File: config.mk
export PLATFORM = sky130hd
export DESIGN_NAME = pclk_mailbox
export DESIGN_NICKNAME = d
export VERILOG_FILES = /design/src/rtl/pclk_pkg.sv /design/src/rtl/pclk_channel.sv /design/src/rtl/pclk_mailbox.sv
export SDC_FILE = /design/constraint.sdc
export NUM_CORES = 1
export LEC_CHECK = 0
export ABC_AREA = 0
export BUFFER_PORTS_ARGS = -buffer_cell sky130_fd_sc_hd__buf_4
export CAP_MARGIN = 20
export CORE_MARGIN = 3
export CORE_UTILIZATION = 55
export CTS_CLUSTER_DIAMETER = 120
export DETAILED_ROUTE_END_ITERATION = 10
export GPL_TIMING_DRIVEN = 1
export PLACE_DENSITY = 0.75
export SLEW_MARGIN = 10
export SYNTH_ARGS = -nofsm -noshare
export SYNTH_HDL_FRONTEND = slang
export SYNTH_SLANG_ARGS = --single-unit
File: constraint.sdc
create_clock -name clk -period 1.79 [get_ports clk]
set_clock_uncertainty 0.05 [all_clocks]
set_input_delay 0.0895 -clock clk [delete_from_list [all_inputs] [get_ports clk]]
set_output_delay 0.0895 -clock clk [all_outputs]
set_load 0.05 [all_outputs]
File: src/rtl/pclk_pkg.sv
package pclk_pkg;

    localparam int DIV_W = 2;
    localparam int CNT_W = (1 << DIV_W) - 1;

    typedef enum logic {
        CH_OFF = 1'b0,
        CH_RUN = 1'b1
    } ch_state_t;

    function automatic logic [CNT_W-1:0] last_count(input logic [DIV_W-1:0] code);
        return CNT_W'((1 << code) - 1);
    endfunction

endpackage

File: src/rtl/pclk_channel.sv
module pclk_channel
    import pclk_pkg::*;
(
    input  logic             clk,
    input  logic             rst_n,
    input  logic             wr_stb,
    input  logic             wr_en,
    input  logic [DIV_W-1:0] wr_div,
    output logic             cfg_en_o,
    output logic [DIV_W-1:0] cfg_div_o,
    output logic             tick_o
);

    ch_state_t        st, st_n;
    logic [CNT_W-1:0] cnt, cnt_n;
    logic [DIV_W-1:0] act_div, act_div_n;
    logic             cfg_en;
    logic [DIV_W-1:0] cfg_div;
    logic             at_end;

    // Stored settings, written through the mailbox
    always_ff @(posedge clk or negedge rst_n) begin
        if (!rst_n) begin
            cfg_en  <= 1'b0;
            cfg_div <= '0;
        end else if (wr_stb) begin
            cfg_en  <= wr_en;
            cfg_div <= wr_div;
        end
    end

    // State register
    always_ff @(posedge clk or negedge rst_n) begin
        if (!rst_n) begin
            st      <= CH_OFF;
            cnt     <= '0;
            act_div <= '0;
        end else begin
            st      <= st_n;
            cnt     <= cnt_n;
            act_div <= act_div_n;
        end
    end

    assign at_end = (cnt == last_count(act_div));

    // Next-state logic
    always_comb begin
        st_n      = st;
        cnt_n     = cnt;
        act_div_n = act_div;
        unique case (st)
            CH_OFF: begin
                cnt_n = '0;
                if (cfg_en) begin
                    st_n      = CH_RUN;
                    act_div_n = cfg_div;
                end
            end
            CH_RUN: begin
                if (!cfg_en) begin
                    st_n  = CH_OFF;
                    cnt_n = '0;
                end else if (at_end) begin
                    cnt_n     = '0;
                    act_div_n = cfg_div;
                end else begin
                    cnt_n = cnt + 1'b1;
                end
            end
            default: st_n = CH_OFF;
        endcase
    end

    // Outputs
    always_comb begin
        cfg_en_o  = cfg_en;
        cfg_div_o = cfg_div;
        tick_o    = (st == CH_RUN) && (cnt == '0) && cfg_en;
    end

    assert_off_hold_R7: assert property (@(posedge clk) disable iff (!rst_n)
        (st == CH_OFF && !cfg_en && !wr_stb) |=> (cnt == '0 && !tick_o));

    assert_cnt_bound_R4: assert property (@(posedge clk) disable iff (!rst_n)
        (st == CH_RUN) |-> (cnt <= last_count(act_div)));

    assert_div_boundary_R6: assert property (@(posedge clk) disable iff (!rst_n)
        (st == CH_RUN && !at_end) |=> $stable(act_div));

endmodule

File: src/rtl/pclk_mailbox.sv
module pclk_mailbox
    import pclk_pkg::*;
#(
    parameter int NUM_PERIPH = 32,
    parameter int IDX_W      = 5
) (
    input  logic                  clk,
    input  logic                  rst_n,
    input  logic                  cmd_valid,
    input  logic                  cmd_write,
    input  logic [IDX_W-1:0]      cmd_index,
    input  logic                  cmd_enable,
    input  logic [1:0]            cmd_div,
    output logic                  rd_valid,
    output logic                  rd_enable,
    output logic [1:0]            rd_div,
    output logic [NUM_PERIPH-1:0] pclk_en
);

    logic [NUM_PERIPH-1:0] cfg_en;
    logic [DIV_W-1:0]      cfg_div [NUM_PERIPH];
    logic [NUM_PERIPH-1:0] wr_stb;
    logic                  sel_en;
    logic [DIV_W-1:0]      sel_div;
    logic                  in_range;

    assign in_range = (32'(cmd_index) < NUM_PERIPH);

    for (genvar g = 0; g < NUM_PERIPH; g++) begin : g_ch
        assign wr_stb[g] = cmd_valid && cmd_write && (32'(cmd_index) == g);
        pclk_channel u_ch (
            .clk      (clk),
            .rst_n    (rst_n),
            .wr_stb   (wr_stb[g]),
            .wr_en    (cmd_enable),
            .wr_div   (cmd_div),
            .cfg_en_o (cfg_en[g]),
            .cfg_div_o(cfg_div[g]),
            .tick_o   (pclk_en[g])
        );
    end

    // Readback select
    always_comb begin
        sel_en  = 1'b0;
        sel_div = '0;
        for (int i = 0; i < NUM_PERIPH; i++) begin
            if (32'(cmd_index) == i) begin
                sel_en  = cfg_en[i];
                sel_div = cfg_div[i];
            end
        end
    end

    always_ff @(posedge clk or negedge rst_n) begin
        if (!rst_n) begin
            rd_valid  <= 1'b0;
            rd_enable <= 1'b0;
            rd_div    <= '0;
        end else if (cmd_valid && !cmd_write) begin
            rd_valid  <= 1'b1;
            rd_enable <= in_range ? sel_en  : 1'b0;
            rd_div    <= in_range ? sel_div : '0;
        end else begin
            rd_valid  <= 1'b0;
        end
    end

    assert_rd_strobe_R3: assert property (@(posedge clk) disable iff (!rst_n)
        (cmd_valid && !cmd_write) |=> rd_valid);

    assert_wr_no_rd_R2: assert property (@(posedge clk) disable iff (!rst_n)
        (cmd_valid && cmd_write) |=> !rd_valid);

    assert_oor_zero_R8: assert property (@(posedge clk) disable iff (!rst_n)
        (cmd_valid && !cmd_write && !in_range) |=> (!rd_enable && rd_div == 2'b00));

    assert_wr_onehot_R9: assert property (@(posedge clk) disable iff (!rst_n)
        $onehot0(wr_stb));

endmodule

* Yosys cells after proc, flatten, opt, wreduce, memory -nomap -nowiden
Index checks and enable logic that the tools add are counted.
Cells by class: shift operators 32, reduce and logical (&&, ||, !) cells 164, add/sub/neg operators 64, bitwise logic cells 32, muxes and demuxes 321, equality and inequality tests 159
Operator list (number):
- two-way mux 2 bit | 128
- two-way mux 3 bit | 64
- one-hot mux 3 bit (2 select lines) | 32
- != test 2 bit (second input constant) | 64
- one-hot mux 2 bit (2 select lines) | 32
- logical AND 1 bit | 98
- adder 3 x 1 -> 3 bit (second input constant) | 32
- == test 3 bit | 32
- logical NOT 3 bit | 32
- AND reduction 3 bit | 32
- << shifter 1 x 2 -> 3 bit (first input constant) | 32
- subtractor 3 x 2 -> 3 bit (second input constant) | 32
- == test 5 bit (second input constant) | 16
- two-way mux 1 bit | 65
- != test 2 x 1 -> 1 bit (second input constant) | 32
- == test 5 x 4 -> 1 bit (second input constant) | 8
- inverter 1 bit | 32
- == test 5 x 3 -> 1 bit (second input constant) | 4
- == test 5 x 2 -> 1 bit (second input constant) | 2
- == test 5 x 1 -> 1 bit (second input constant) | 1
- logical NOT 5 bit | 1
- logical NOT 1 bit | 1
Storage, ports and cells: register bits after elaboration 292, logic and storage cells 935, output and inout port bits 36

* Logic depth before layout (Yosys ltp)
Gate-level depths: netlist (run 1).
depth in word-level cells 33, gate-level depth with buffers 9, gate-level depth less buffers 6

* Hierarchy
A second synthesis (run 1) with hierarchy kept.
Unflattened totals: cell total of the unflattened synthesis 1423, area total of the unflattened synthesis 14701.6 um2
Modules (own cells, without submodules):
- pclk_channel | times used 32, seq. area each 225.2 um2, cells an instance 36, area each 405.4 um2
- pclk_mailbox | times used 1, seq. area each 100.1 um2, cells an instance 271, area each 1729.2 um2

* Worst setup path before layout (run 1)
Ideal clock, no wire load.
kind reg-to-reg, start register g_ch[0].u_ch.cnt[2], end register g_ch[0].u_ch.act_div[0], period minus slack after synthesis 1796 ps, setup time 125 ps, stages on the path, launching flop included 7, buffers on the path 0, arrival time 1621 ps, slack -6 ps, cells stage by stage dfrtp_1 > and3_1 > o21ai_0 > o31ai_1 > a221oi_1 > nand2b_1 > mux2_2
On the way: word-level cells in the longest chain between the ends 3
RTL lines:
- start, declared | RTL line pclk_channel.sv:15 | logic [CNT_W-1:0] cnt, cnt_n;
- start signal, assigned | RTL line pclk_channel.sv:40 | cnt <= cnt_n;
- == test 3 bit | RTL line pclk_channel.sv:45 | assign at_end = (cnt == last_count(act_div));
- != test 2 bit (no source line)
- AND reduction 3 bit (no source line)
- end signal, assigned | RTL line pclk_channel.sv:41 | act_div <= act_div_n;
- end, declared | RTL line pclk_channel.sv:16 | logic [DIV_W-1:0] act_div, act_div_n;
No other way between the ends. A chain may end at the register's enable or synchronous reset.

* Final worst setup path (run 1)
start register g_ch[27].u_ch.cnt[1], end register g_ch[27].u_ch.act_div[1]
On the way: word-level cells in the longest chain between the ends 3
RTL lines (RTL line):
- start, declared | pclk_channel.sv:15
- start signal, assigned | pclk_channel.sv:40
- == test 3 bit | pclk_channel.sv:45
- != test 2 bit (no source line)
- AND reduction 3 bit (no source line)
- end signal, assigned | pclk_channel.sv:41
- end, declared | pclk_channel.sv:16
No other way between the ends.

==> metrics.md, run 1 <==
| Metric | Value |
|---|---|
| WP data required | `2.18 ns` |
| CTS clk-pin slew, worst paths | `0.06 ns` |
| Most used DFF post-synth | `dfrtp_1` |
| Crit path time final | `1.894 ns` |
| Crit Path Max Fanout | `4` |
| Via Count | `11910` |
| Die ar. | `slightly below 0.03 sq mm` |
| Overflow left after global routing | `0` |
| GPL Wtd Cong | `0.9779` |
| Path type of the worst min-delay path | `input port to async pin` |
| CP max stage delay | `0.49 ns` |
| Mean post-synth cell area | `about 11 sq um` |
| Final count of hold timing violations | `0` |
| Avg WL per Cell | `19.88 microns` |
| Number of synthesized flops with an enable pin | `0` |
| Final wirelength | `40280 microns` |
| Slowest-stage cell, CP | `nor3_1` |
| Final ANT Viol Nets | `0` |
| Pwr Total | `19.51 mW` |
| Critical Path Sink Type | `flop` |
| Worst skew pair latency | `0.57 ns` |
| Final setup margin | `-0.1040 ns` |
| CTS root buffer | `clkbuf_16` |
| Peak supply drop | `994.2 uV` |
| Initial antenna violation count | `1` |
| Final period utilization | `105.8%` |
| CP Buf/Inv Count | `0` |
| H-tree depth | `1` |
| Outcome | `finished with violations` |
| Vias in the first global route | `12020` |
| Static leakage | `9.511 nW` |
| Post-Place Cells | `around 1900` |
| Max-Cap Viols | `0` |
| Unrepaired setup endpoints after global routing | `yes` |
| Setup crit start | `g_ch[27].u_ch.cnt[1]` |
| R2R Path Start | `g_ch[27].u_ch.cnt[1]` |
| Largest net degree at the start of global routing | `58` |
| Post-synthesis sequential area ratio | `49.10%` |
| Critical path class | `flop to flop` |
| First-pass iteration count of the detailed router | `8` |
| Slew margin rel. | `roughly three fifths` |
| Syn Nets | `approximately 1400` |
| Cell Area, Synth | `approximately 0.015 sq mm` |
| Ys Warns | `0` |
| DR iter-0 viols | `slightly above 900` |
| Post-Route Setup TNS | `-0.9278 ns` |
| Clock Tree Buf Depth | `3` |
| All-Layer GR Usage | `between 20 and 25%` |
| Crit path arrival time | `around 2.3 ns` |
| I/O pin count | `48` |
| FF+latch count, synth | `292` |
| Nets | `1742` |
| Initial Utilization | `56.46%` |
| Die Ht | `170.5 microns` |
| Slew Limit Fails | `0` |
| Die X | `170.5 microns` |
| # clock sinks | `slightly below 300` |
| PwrDens | `981.1 mW/mm^2` |
| Number of buffers added on ports | `47` |
| F_max | `528.0 MHz` |
| Synth unique cells | `between 60 and 70` |
| Mapped Cells | `1351` |
| Final setup vio count | `35` |
| Top delay family on crit path | `simple AND/OR/NAND/NOR gates` |
| Hold slack | `0.01369 ns` |
| First-pass GRT wire length | `59190 microns` |
| Non-filler cells, final | `2026` |
| CP Cell Sequence | `nor3_1 -> a32o_2 -> a221oi_4 -> nand2b_4 -> mux2_4` |
| TritonCTS clock tree | `done` |
| Share of cells above drive strength 1 | `45.62%` |
| Failing checks | `setup timing` |
| Std-Cell Rows | `59` |
| Async set or reset register ratio after synthesis | `100.0%` |
| Core area | `about 0.026 sq mm` |
| Residual DRC | `0` |
| Crit start category | `flop` |
| CTS Buf Count | `31` |
| Post-DP HPWL | `24630 microns` |
| Area growth syn-to-layout | `33.63%` |
| Worst-margin pin slew | `0.5657 ns` |
| Vias/cell | `5.877` |
[cell type report]
type / count / area [sq um]
sequential: 292 / 7337
fill: 1568 / 6469
clock buffer: 48 / 939.7
inverter: 90 / 370.4
antenna: 1 / 2.502
clock inverter: 9 / 80.08
multi-input combinational: 901 / 7811
timing repair buffer: 350 / 2925
tap: 335 / 419.2
[cells in the mapped netlist (9+ instances only)]
cell type	n	share of area, %
a21oi_1	27	0.91
a32o_1	20	1.3
and3_1	44	1.8
nor2b_1	9	0.38
nand2_1	83	2.1
clkbuf_1	12	0.30
o31ai_1	11	0.55
buf_4	36	1.8
mux2i_1	11	0.74
dfrtp_1	292	49
a221oi_1	22	1.3
o21ai_0	44	1.5
nand2b_1	36	1.5
inv_1	90	2.3
ha_1	64	5.4
nor2_1	117	3.0
xnor2_1	51	3.0
mux2_2	165	12
nand3_1	9	0.30
or4_1	15	0.76
buf_2	14	0.47
nor3_1	62	2.1
and4b_1	15	1.0
[routing by layer]
| layer | vias up | part of all wire, % | global-route usage [%] |
|---|---|---|---|
| met5 | - | 0 | 0 |
| met4 | 0 | 4.0 | 8.360 |
| met3 | 138 | 4.4 | 3.252 |
| met2 | 388 | 51 | 43.41 |
| met1 | 5963 | 41 | 32.07 |
| li1 | 5418 | - | - |
[kinds of logic after synthesis]
family,count (synthesis),synth area share (%)
XOR/XNOR,51,3.002
flip-flops,292,49.10
multiplexers,177,13.38
AND/OR/NAND/NOR,426,14.95
adder cells (fa/ha/maj),64,5.381
AO/OA/AOI/OAI,183,8.871
buffers and inverters,158,5.314
[placed cells by master, fill, tap and decap left out, drive strengths merged, types with 6 or more instances in the layout]
cell and n:
a21oi 27, a221oi 24, a32o 20, and3 44, and4b 15, buf 346, clkbuf 48, dfrtp 292
ha 64, inv 92, mux2 165, mux2i 11, nand2 83, nand2b 36, nand3 10, nand4 6
nor2 117, nor2b 9, nor3 64, o21ai 46, o31ai 11, or4 15, xnor2 51
[registers in the layout (all words and copies together), names as in the netlist]
signal / count
g_ch.u_ch.cnt: 96
rd_valid: 1
g_ch.u_ch.cfg_en_o: 32
g_ch.u_ch.st: 32
g_ch.u_ch.cfg_div_o: 64
rd_div: 2
g_ch.u_ch.act_div: 64
rd_enable: 1
[worst paths after layout]
path / endpoint / depth (start not counted) / slack (ns)
max: g_ch[27].u_ch.act_div[1] / 5 / -0.10
min: g_ch[2].u_ch.cnt[0] / 2 / 0.01
min reg2reg: g_ch[7].u_ch.cnt[0] / 1 / 0.41
min in group clk: g_ch[9].u_ch.cfg_div_o[0] / 3 / 0.05
max in group asynchronous: g_ch[11].u_ch.cnt[0] / 3 / 0.96
max reg2reg: g_ch[27].u_ch.act_div[1] / 5 / -0.10
[per-stage QoR]
stage               worst slack (ns)  cell area [sq um]  util, %
floorplan                    0.01294              14880        -
global placement            -0.02284              16880    64.04
detailed placement          -0.09165              16880    64.04
CTS                         -0.07166              18550    70.37
global route                 -0.1554              19890    75.45
finish                       -0.1040              19890    75.45
[where the power goes]
part | switching (mW) | total (mW) | internal (mW) | leakage, nW
clock | 2.66 | 6.40 | 3.74 | 0.505
sequential | 0.884 | 8.36 | 7.48 | 3.91
combinational | 2.17 | 4.74 | 2.58 | 5.10
total | 5.72 | 19.5 | 13.8 | 9.51
[repair_timing]
item	CTS	global route
endpoints found under the setup margin	82	107
hold endpoints to repair	298	0
resized for setup	101	243
gates cloned	0	1
pin swaps	21	92
setup buffers	26	63
hold buffers	4	0
No activity file was read; power rests on OpenSTA's default activity.
==> run 2, diff against run 1 <==
--- a/config.mk
+++ b/config.mk
@@ -20 +20,2 @@
 export SYNTH_SLANG_ARGS = --single-unit
+export TNS_END_PERCENT = 20
==> constraint.sdc (replaced) <==
create_clock -name clk -period 1.6 [get_ports clk]
set_clock_uncertainty 0.05 [all_clocks]
set_input_delay 0.4 -clock clk [delete_from_list [all_inputs] [get_ports clk]]
set_output_delay 0.4 -clock clk [all_outputs]
set_load 0.05 [all_outputs]
==> run 2 against run 1 <==
  * The flow still finishes with violations (setup timing)
  * Register-to-register slack lost 0.25 ns
  * Critical path depth grew 1
  * Wire length grew 8.9%
  * Sequential share of layout area shrank 1.9 points
  * Cell count grew 4.2%
  * Non-clock buffer count grew 87
  * Combinational power grew 18%
==> metrics.md, run 2 (synthesized netlist as in run 1, its figures left out) <==
| Metric | Value |
|---|---|
| Outcome | `finished with violations` |
| Failing checks | `setup timing` |
| Critical Path Sink Type | `output pin` |
| R2R setup slack | `-0.35 ns` |
| I/O pin count | `48` |
| Critical path class | `flop to output pin` |
| Number of buffers added on ports | `between 40 and 50` |
| Crit path time final | `around 2.2 ns` |
| Initial Utilization | `56.46%` |
| TritonCTS clock tree | `done` |
| R2R Path Start | `g_ch[13].u_ch.cnt[1]` |
| Final instance area | `0.02092 sq mm` |
| Crit Path Max Fanout | `2` |
| Slowest-stage cell, CP | `dfrtp_1` |
| Initial antenna violation count | `1` |
| Final count of hold timing violations | `0` |
| Clock Tree Buf Depth | `3` |
| Final setup margin | `-0.5664 ns` |
| Slew margin rel. | `73.53%` |
| Overflow left after global routing | `0` |
| Highest-count cells in the layout ignoring fill and taps | `buf_4 (348), dfrtp_1 (283), mux2_2 (155)` |
| Die Ht | `approximately 170 microns` |
| Avg WL per Cell | `20.78 microns` |
| Largest register FFs | `96` |
| Antenna cells | `0` |
| CTS root buffer | `clkbuf_16` |
| Post-DP HPWL | `between 20000 and 30000 microns` |
| Reg-to-Reg End | `g_ch[13].u_ch.act_div[1]` |
| WP data required | `1.15 ns` |
| Final setup vio count | `~120` |
| First-pass iteration count of the detailed router | `6` |
| Area growth syn-to-layout | `40.56%` |
| Std-Cell Rows | `59` |
| Vias/cell | `5.905` |
| H-tree depth | `1` |
| DR iter-0 viols | `between 900 and 1000` |
| Vias in the first global route | `between 10000 and 15000` |
| Logic pwr share | `between 20% and 30%` |
| Final wirelength | `43870 microns` |
| # clock sinks | `292` |
| CTS Buf Count | `30` |
| Residual DRC | `0` |
| F_max | `461.6 MHz` |
| Switching part of the total | `29.97%` |
| Commonest non-fill, non-tap cell in the layout | `buf_4` |
| Worst hold stages | `4` |
| First-pass GRT wire length | `approximately 66000 microns` |
| Largest net degree at the start of global routing | `55` |
| Worst-margin pin slew | `about 0.39 ns` |
| GPL Wtd Cong | `0.9829` |
| Clock power frac | `32.8%` |
| Power Internal | `15.56 mW` |
| Crit start category | `flop` |
| PwrDens | `1063 mW/mm^2` |
| Path type of the worst min-delay path | `input port to flop` |
| HP Start | `cmd_valid` |
| All-Layer GR Usage | `28.10%` |
| Final period utilization | `135.4%` |
| Share of cells above drive strength 1 | `50.79%` |
| Post-Place Cells | `1971` |
| Static leakage | `approximately 10 nW` |
| R2R depth | `8` |
| Unrepaired setup endpoints after global routing | `yes` |
| CP Cell Sequence | `buf_6 -> inv_4 -> ha_4 -> nand2_4 -> nor3_4 -> buf_6` |
| Peak supply drop | `824.2 uV` |
| Reg with most FFs | `g_ch.u_ch.cnt` |
| Die ar. | `0.02907 sq mm` |
| Non-filler cells, final | `2111` |
| Worst hold path endpoint | `rd_valid` |
| Core area | `0.02635 sq mm` |
| CP max stage delay | `slightly above 0.4 ns` |
| Seq pwr share | `42.1%` |
| Pwr Total | `22.23 mW` |
| Die X | `between 150 and 200 microns` |
| Crit path arrival time | `1.72 ns` |
| Nets | `roughly 1800` |
| Worst skew pair latency | `around 0.56 ns` |
| Most frequent cell on the critical path | `buf_6` |
| Post-Route Setup TNS | `-29.47 ns` |
| CTS clk-pin slew, worst paths | `around 0.070 ns` |
| Slew Limit Fails | `0` |
| Final ANT Viol Nets | `0` |
| Max-Cap Viols | `0` |
| Net switching power | `~6.7 mW` |
| Via Count | `12470` |
| Area post-placement | `0.01771 sq mm` |
[run 2: cell types whose count changed in the layout (fill, tap and decap cells not counted), moves of 18 or more]
| cell | delta |
|---|---|
| mux2_4 | -26 |
| buf_6 | +31 |
| buf_4 | +60 |
| inv_4 | +19 |
| nor2_1 | -19 |
| mux2_2 | +26 |
| nand2_1 | -18 |
[run 2: stage by stage]
step | hold WS [ns] | utilization, % | worst slack (ns)
3_3_place_gp | 0.2797 | 67.19 | -0.4797
2_1_floorplan | 0.05441 | - | -0.2428
4_1_cts | 0.2117 | 76.43 | -0.5527
5_1_grt | 0.2436 | 79.37 | -0.6421
3_5_place_dp | 0.2780 | 67.19 | -0.5126
6_report | 0.2435 | 79.37 | -0.5664
[run 2: what timing repair did]
| action | 4_1_cts | 5_1_grt |
|---|---|---|
| pin swaps | 53 | 66 |
| buffers inserted | 56 | 27 |
| endpoints found under the setup margin | 147 | 189 |
| hold buffers | 1 | 0 |
| endpoints found under the hold margin | 32 | 0 |
| gates resized for setup | 256 | 160 |
[run 2: worst max-delay path by stage]
stage | end | start | slack (ns)
2_1_floorplan | g_ch[19].u_ch.cfg_div_o[0] | cmd_index[1] | -0.24
3_3_place_gp | rd_enable | cmd_index[0] | -0.48
3_5_place_dp | rd_enable | cmd_index[0] | -0.51
4_1_cts | pclk_en[8] | g_ch[8].u_ch.cnt[1] | -0.55
5_1_grt | pclk_en[20] | g_ch[20].u_ch.cnt[1] | -0.64
6_report | pclk_en[20] | g_ch[20].u_ch.cnt[1] | -0.57
[run 2: power by group through the flow]
| stage | sequential (mW) | clock (mW) | combinational [mW] |
|---|---|---|---|
| floorplan | 9.19 | 0 | 2.44 |
| global placement | 9.28 | 0 | 4.31 |
| detailed placement | 9.33 | 0 | 4.53 |
| CTS | 9.23 | 7.30 | 5.02 |
| global route | 9.45 | 7.64 | 5.99 |
| finish | 9.36 | 7.28 | 5.59 |
[run 2: per-layer routing]
| metal | track usage (%) | up-vias | wire length (microns) | share of wire (%) |
|---|---|---|---|---|
| li1 | - | 5609 | - | - |
| met1 | 35.54 | 6255 | 16930 | 39 |
| met2 | 49.73 | 443 | 22770 | 52 |
| met3 | 4.483 | 156 | 2403 | 5.5 |
| met4 | 8.854 | 2 | 1751 | 4.0 |
| met5 | 0 | - | 13 | 0.030 |
[run 2: final cells by class]
class                   instances  area [sq um]
fillers                      1414          5438
clock buffers                  38         842.1
well taps                     335         419.2
multi-input cells             901          8044
flip-flops and latches        292          7318
inverters                      90         417.9
clock inverters                18         187.7
repair buffers                437          3687
[run 2: critical path, delay by kind of cell (launching register included)]
kind                       cells  cell delay [ns]
DFF                            1             0.41
adders and majority gates      1             0.12
and+or+nand+nor                2             0.24
buffers and inverters          3             0.37
==> run 3, diff against run 2 <==
Settings changed: CELL_PAD_IN_SITES_DETAIL_PLACEMENT set to 0, CELL_PAD_IN_SITES_GLOBAL_PLACEMENT set to 1, CORE_UTILIZATION 55 to 51, PLACE_DENSITY 0.75 to not set, PLACE_DENSITY_LB_ADDON set to 0.1.
Clock period 1.6 ns to 2.1 ns, I/O delays scaled along.
==> run 3 against run 2 <==
  * Largest cell class is now flip-flops and latches
  * Sequential cell count unchanged
  * Combinational power fell by 53%
  * The flow still finishes with violations (setup timing)
  * Critical path depth shrank 2
  * First-iteration DRC count down 34%
==> metrics.md, run 3 (synthesized netlist as in run 1, its figures left out) <==
| Metric | Value |
|---|---|
| Outcome | `finished with violations` |
| Number of buffers added on ports | `47` |
| Final Util | `63.64%` |
| Avg WL per Cell | `17.72 microns` |
| I/O pin count | `48` |
| Crit path time final | `approximately 2.1 ns` |
| DR iter-0 viols | `656` |
| Worst hold path endpoint | `g_ch[0].u_ch.cnt[0]` |
| CP max stage delay | `around 0.42 ns` |
| Path type of the worst min-delay path | `flop to flop` |
| Final count of hold timing violations | `0` |
| Unrepaired setup endpoints after global routing | `yes` |
| Reg with most FFs | `g_ch.u_ch.cnt` |
| Top delay family on crit path | `flip-flops` |
| Commonest non-fill, non-tap cell in the layout | `dfrtp_1` |
| Failing checks | `setup timing` |
| Peak supply drop | `627.1 uV` |
| Nets | `1598` |
| Vias/cell | `5.573` |
| Largest register FFs | `96` |
| Highest-count cells in the layout ignoring fill and taps | `dfrtp_1 (282), mux2_2 (165), buf_4 (164)` |
| Final period utilization | `100.6%` |
| HP Start | `g_ch[0].u_ch.cnt[0]` |
| Std-Cell Rows | `61` |
| Die Ht | `176.8 microns` |
| All-Layer GR Usage | `between 20% and 30%` |
| Share of cells above drive strength 1 | `30.75%` |
| PwrDens | `889.9 mW/mm^2` |
| F_max | `473.4 MHz` |
| Core area | `0.02824 sq mm` |
| Slew margin rel. | `roughly 70%` |
| Clock Tree Buf Depth | `3` |
| Largest net degree at the start of global routing | `56` |
| WP data required | `1.52 ns` |
| CP Buf/Inv Count | `2` |
| First-pass GRT wire length | `57260 microns` |
| Initial Utilization | `52.69%` |
| CTS root buffer | `clkbuf_16` |
| H-tree depth | `2` |
| Max-Cap Viols | `0` |
| Fillcell total | `2251` |
| Crit start category | `flop` |
| Critical path class | `flop to output pin` |
| Die ar. | `0.03126 sq mm` |
| R2R Path Start | `g_ch[28].u_ch.cnt[2]` |
| Antenna cells | `0` |
| CP Cell Sequence | `inv_1 -> ha_1 -> and4b_1 -> buf_6` |
| Critical Path Sink Type | `output pin` |
| Post-DP HPWL | `24490 microns` |
| Via Count | `10730` |
| Worst-margin pin slew | `roughly 0.45 ns` |
| Final ANT Viol Nets | `0` |
| Slew Limit Fails | `0` |
| # clock sinks | `292` |
| Area growth syn-to-layout | `20.77%` |
| TritonCTS clock tree | `done` |
| Reg-to-Reg End | `g_ch[28].u_ch.act_div[0]` |
| Overflow left after global routing | `0` |
| CTS Buf Count | `34` |
| Crit path arrival time | `~1.5 ns` |
| Post-Route Setup TNS | `-0.01234 ns` |
| Slowest-stage cell, CP | `dfrtp_1` |
| Initial antenna violation count | `0` |
| Worst hold stages | `1` |
| Die X | `176.8 microns` |
| Final setup vio count | `1` |
| First-pass iteration count of the detailed router | `5` |
| Final setup margin | `-0.01234 ns` |
| Worst skew pair latency | `0.51 ns` |
| R2R setup slack | `0.12 ns` |
| Final wirelength | `34130 microns` |
| Crit Path Max Fanout | `6` |
| Residual DRC | `0` |
| Static leakage | `roughly 8.4 nW` |
| Vias in the first global route | `10900` |
| GPL Wtd Cong | `1.003` |
| R2R depth | `5` |
| CTS clk-pin slew, worst paths | `0.06 ns` |
-- run 3: metrics by stage --
stage                     std cells  hold slack [ns]  area [sq um]  power [mW]  setup WS [ns]
final                          1926           0.3995         17970       15.99       -0.01234
after global routing           1926           0.4198         17970       16.83       -0.07699
after CTS                      1917           0.4436         17810       16.14       -0.04079
after detailed placement       1832           0.4085         16270       9.808        -0.2171
after global placement         1832           0.4000         16270       9.709        -0.1689
after floorplan                1351           0.1794         14880       8.837        0.09242
-- run 3: how the worst max path moves through the flow --
stage	startpoint	endpoint	slack, ns	cells after the start
2_1_floorplan	cmd_index[4]	g_ch[3].u_ch.cfg_div_o[0]	0.09	6
3_3_place_gp	cmd_index[0]	rd_div[1]	-0.17	8
3_5_place_dp	cmd_index[0]	rd_div[1]	-0.22	8
4_1_cts	g_ch[14].u_ch.cnt[0]	pclk_en[14]	-0.04	5
5_1_grt	g_ch[12].u_ch.cnt[1]	pclk_en[12]	-0.08	4
6_report	g_ch[12].u_ch.cnt[1]	pclk_en[12]	-0.01	4
-- run 3: area by class of cell --
| type | count | area, sq um | area share (%) |
|---|---|---|---|
| Inverter | 90 | 337.8 | 1.880 |
| Clock buffer | 46 | 1010 | 5.619 |
| Clock inverter | 16 | 193.9 | 1.079 |
| Multi-Input combinational cell | 901 | 6912 | 38.46 |
| Sequential cell | 292 | 7320 | 40.73 |
| Tap cell | 378 | 473.0 | 2.632 |
| Timing Repair Buffer | 203 | 1725 | 9.601 |
-- run 3: where the power goes --
part,internal (mW),switching [mW],leakage [nW]
combinational,1.39,1.22,3.92
clock,3.88,2.32,0.585
sequential,6.38,0.796,3.93
total,11.6,4.34,8.44
-- run 3: repair_timing --
item | 4_1_cts | 5_1_grt
cloned | 0 | 0
hold endpoints to repair | 35 | 0
setup buffers | 22 | 9
setup endpoints to repair | 32 | 34
hold buffers | 1 | 0
pin swaps | 11 | 6
gates resized for setup | 39 | 35
-- run 3: metal layers --
layer | GRT usage, % | vias to the layer above | part of all wire (%) | wire length [microns]
met5 | 0 | - | 0 | 0
met4 | 7.103 | 0 | 2.6 | 884
met3 | 3.818 | 65 | 4.2 | 1418
met2 | 36.23 | 214 | 47 | 16160
met1 | 31.35 | 5305 | 46 | 15670
li1 | - | 5149 | - | -
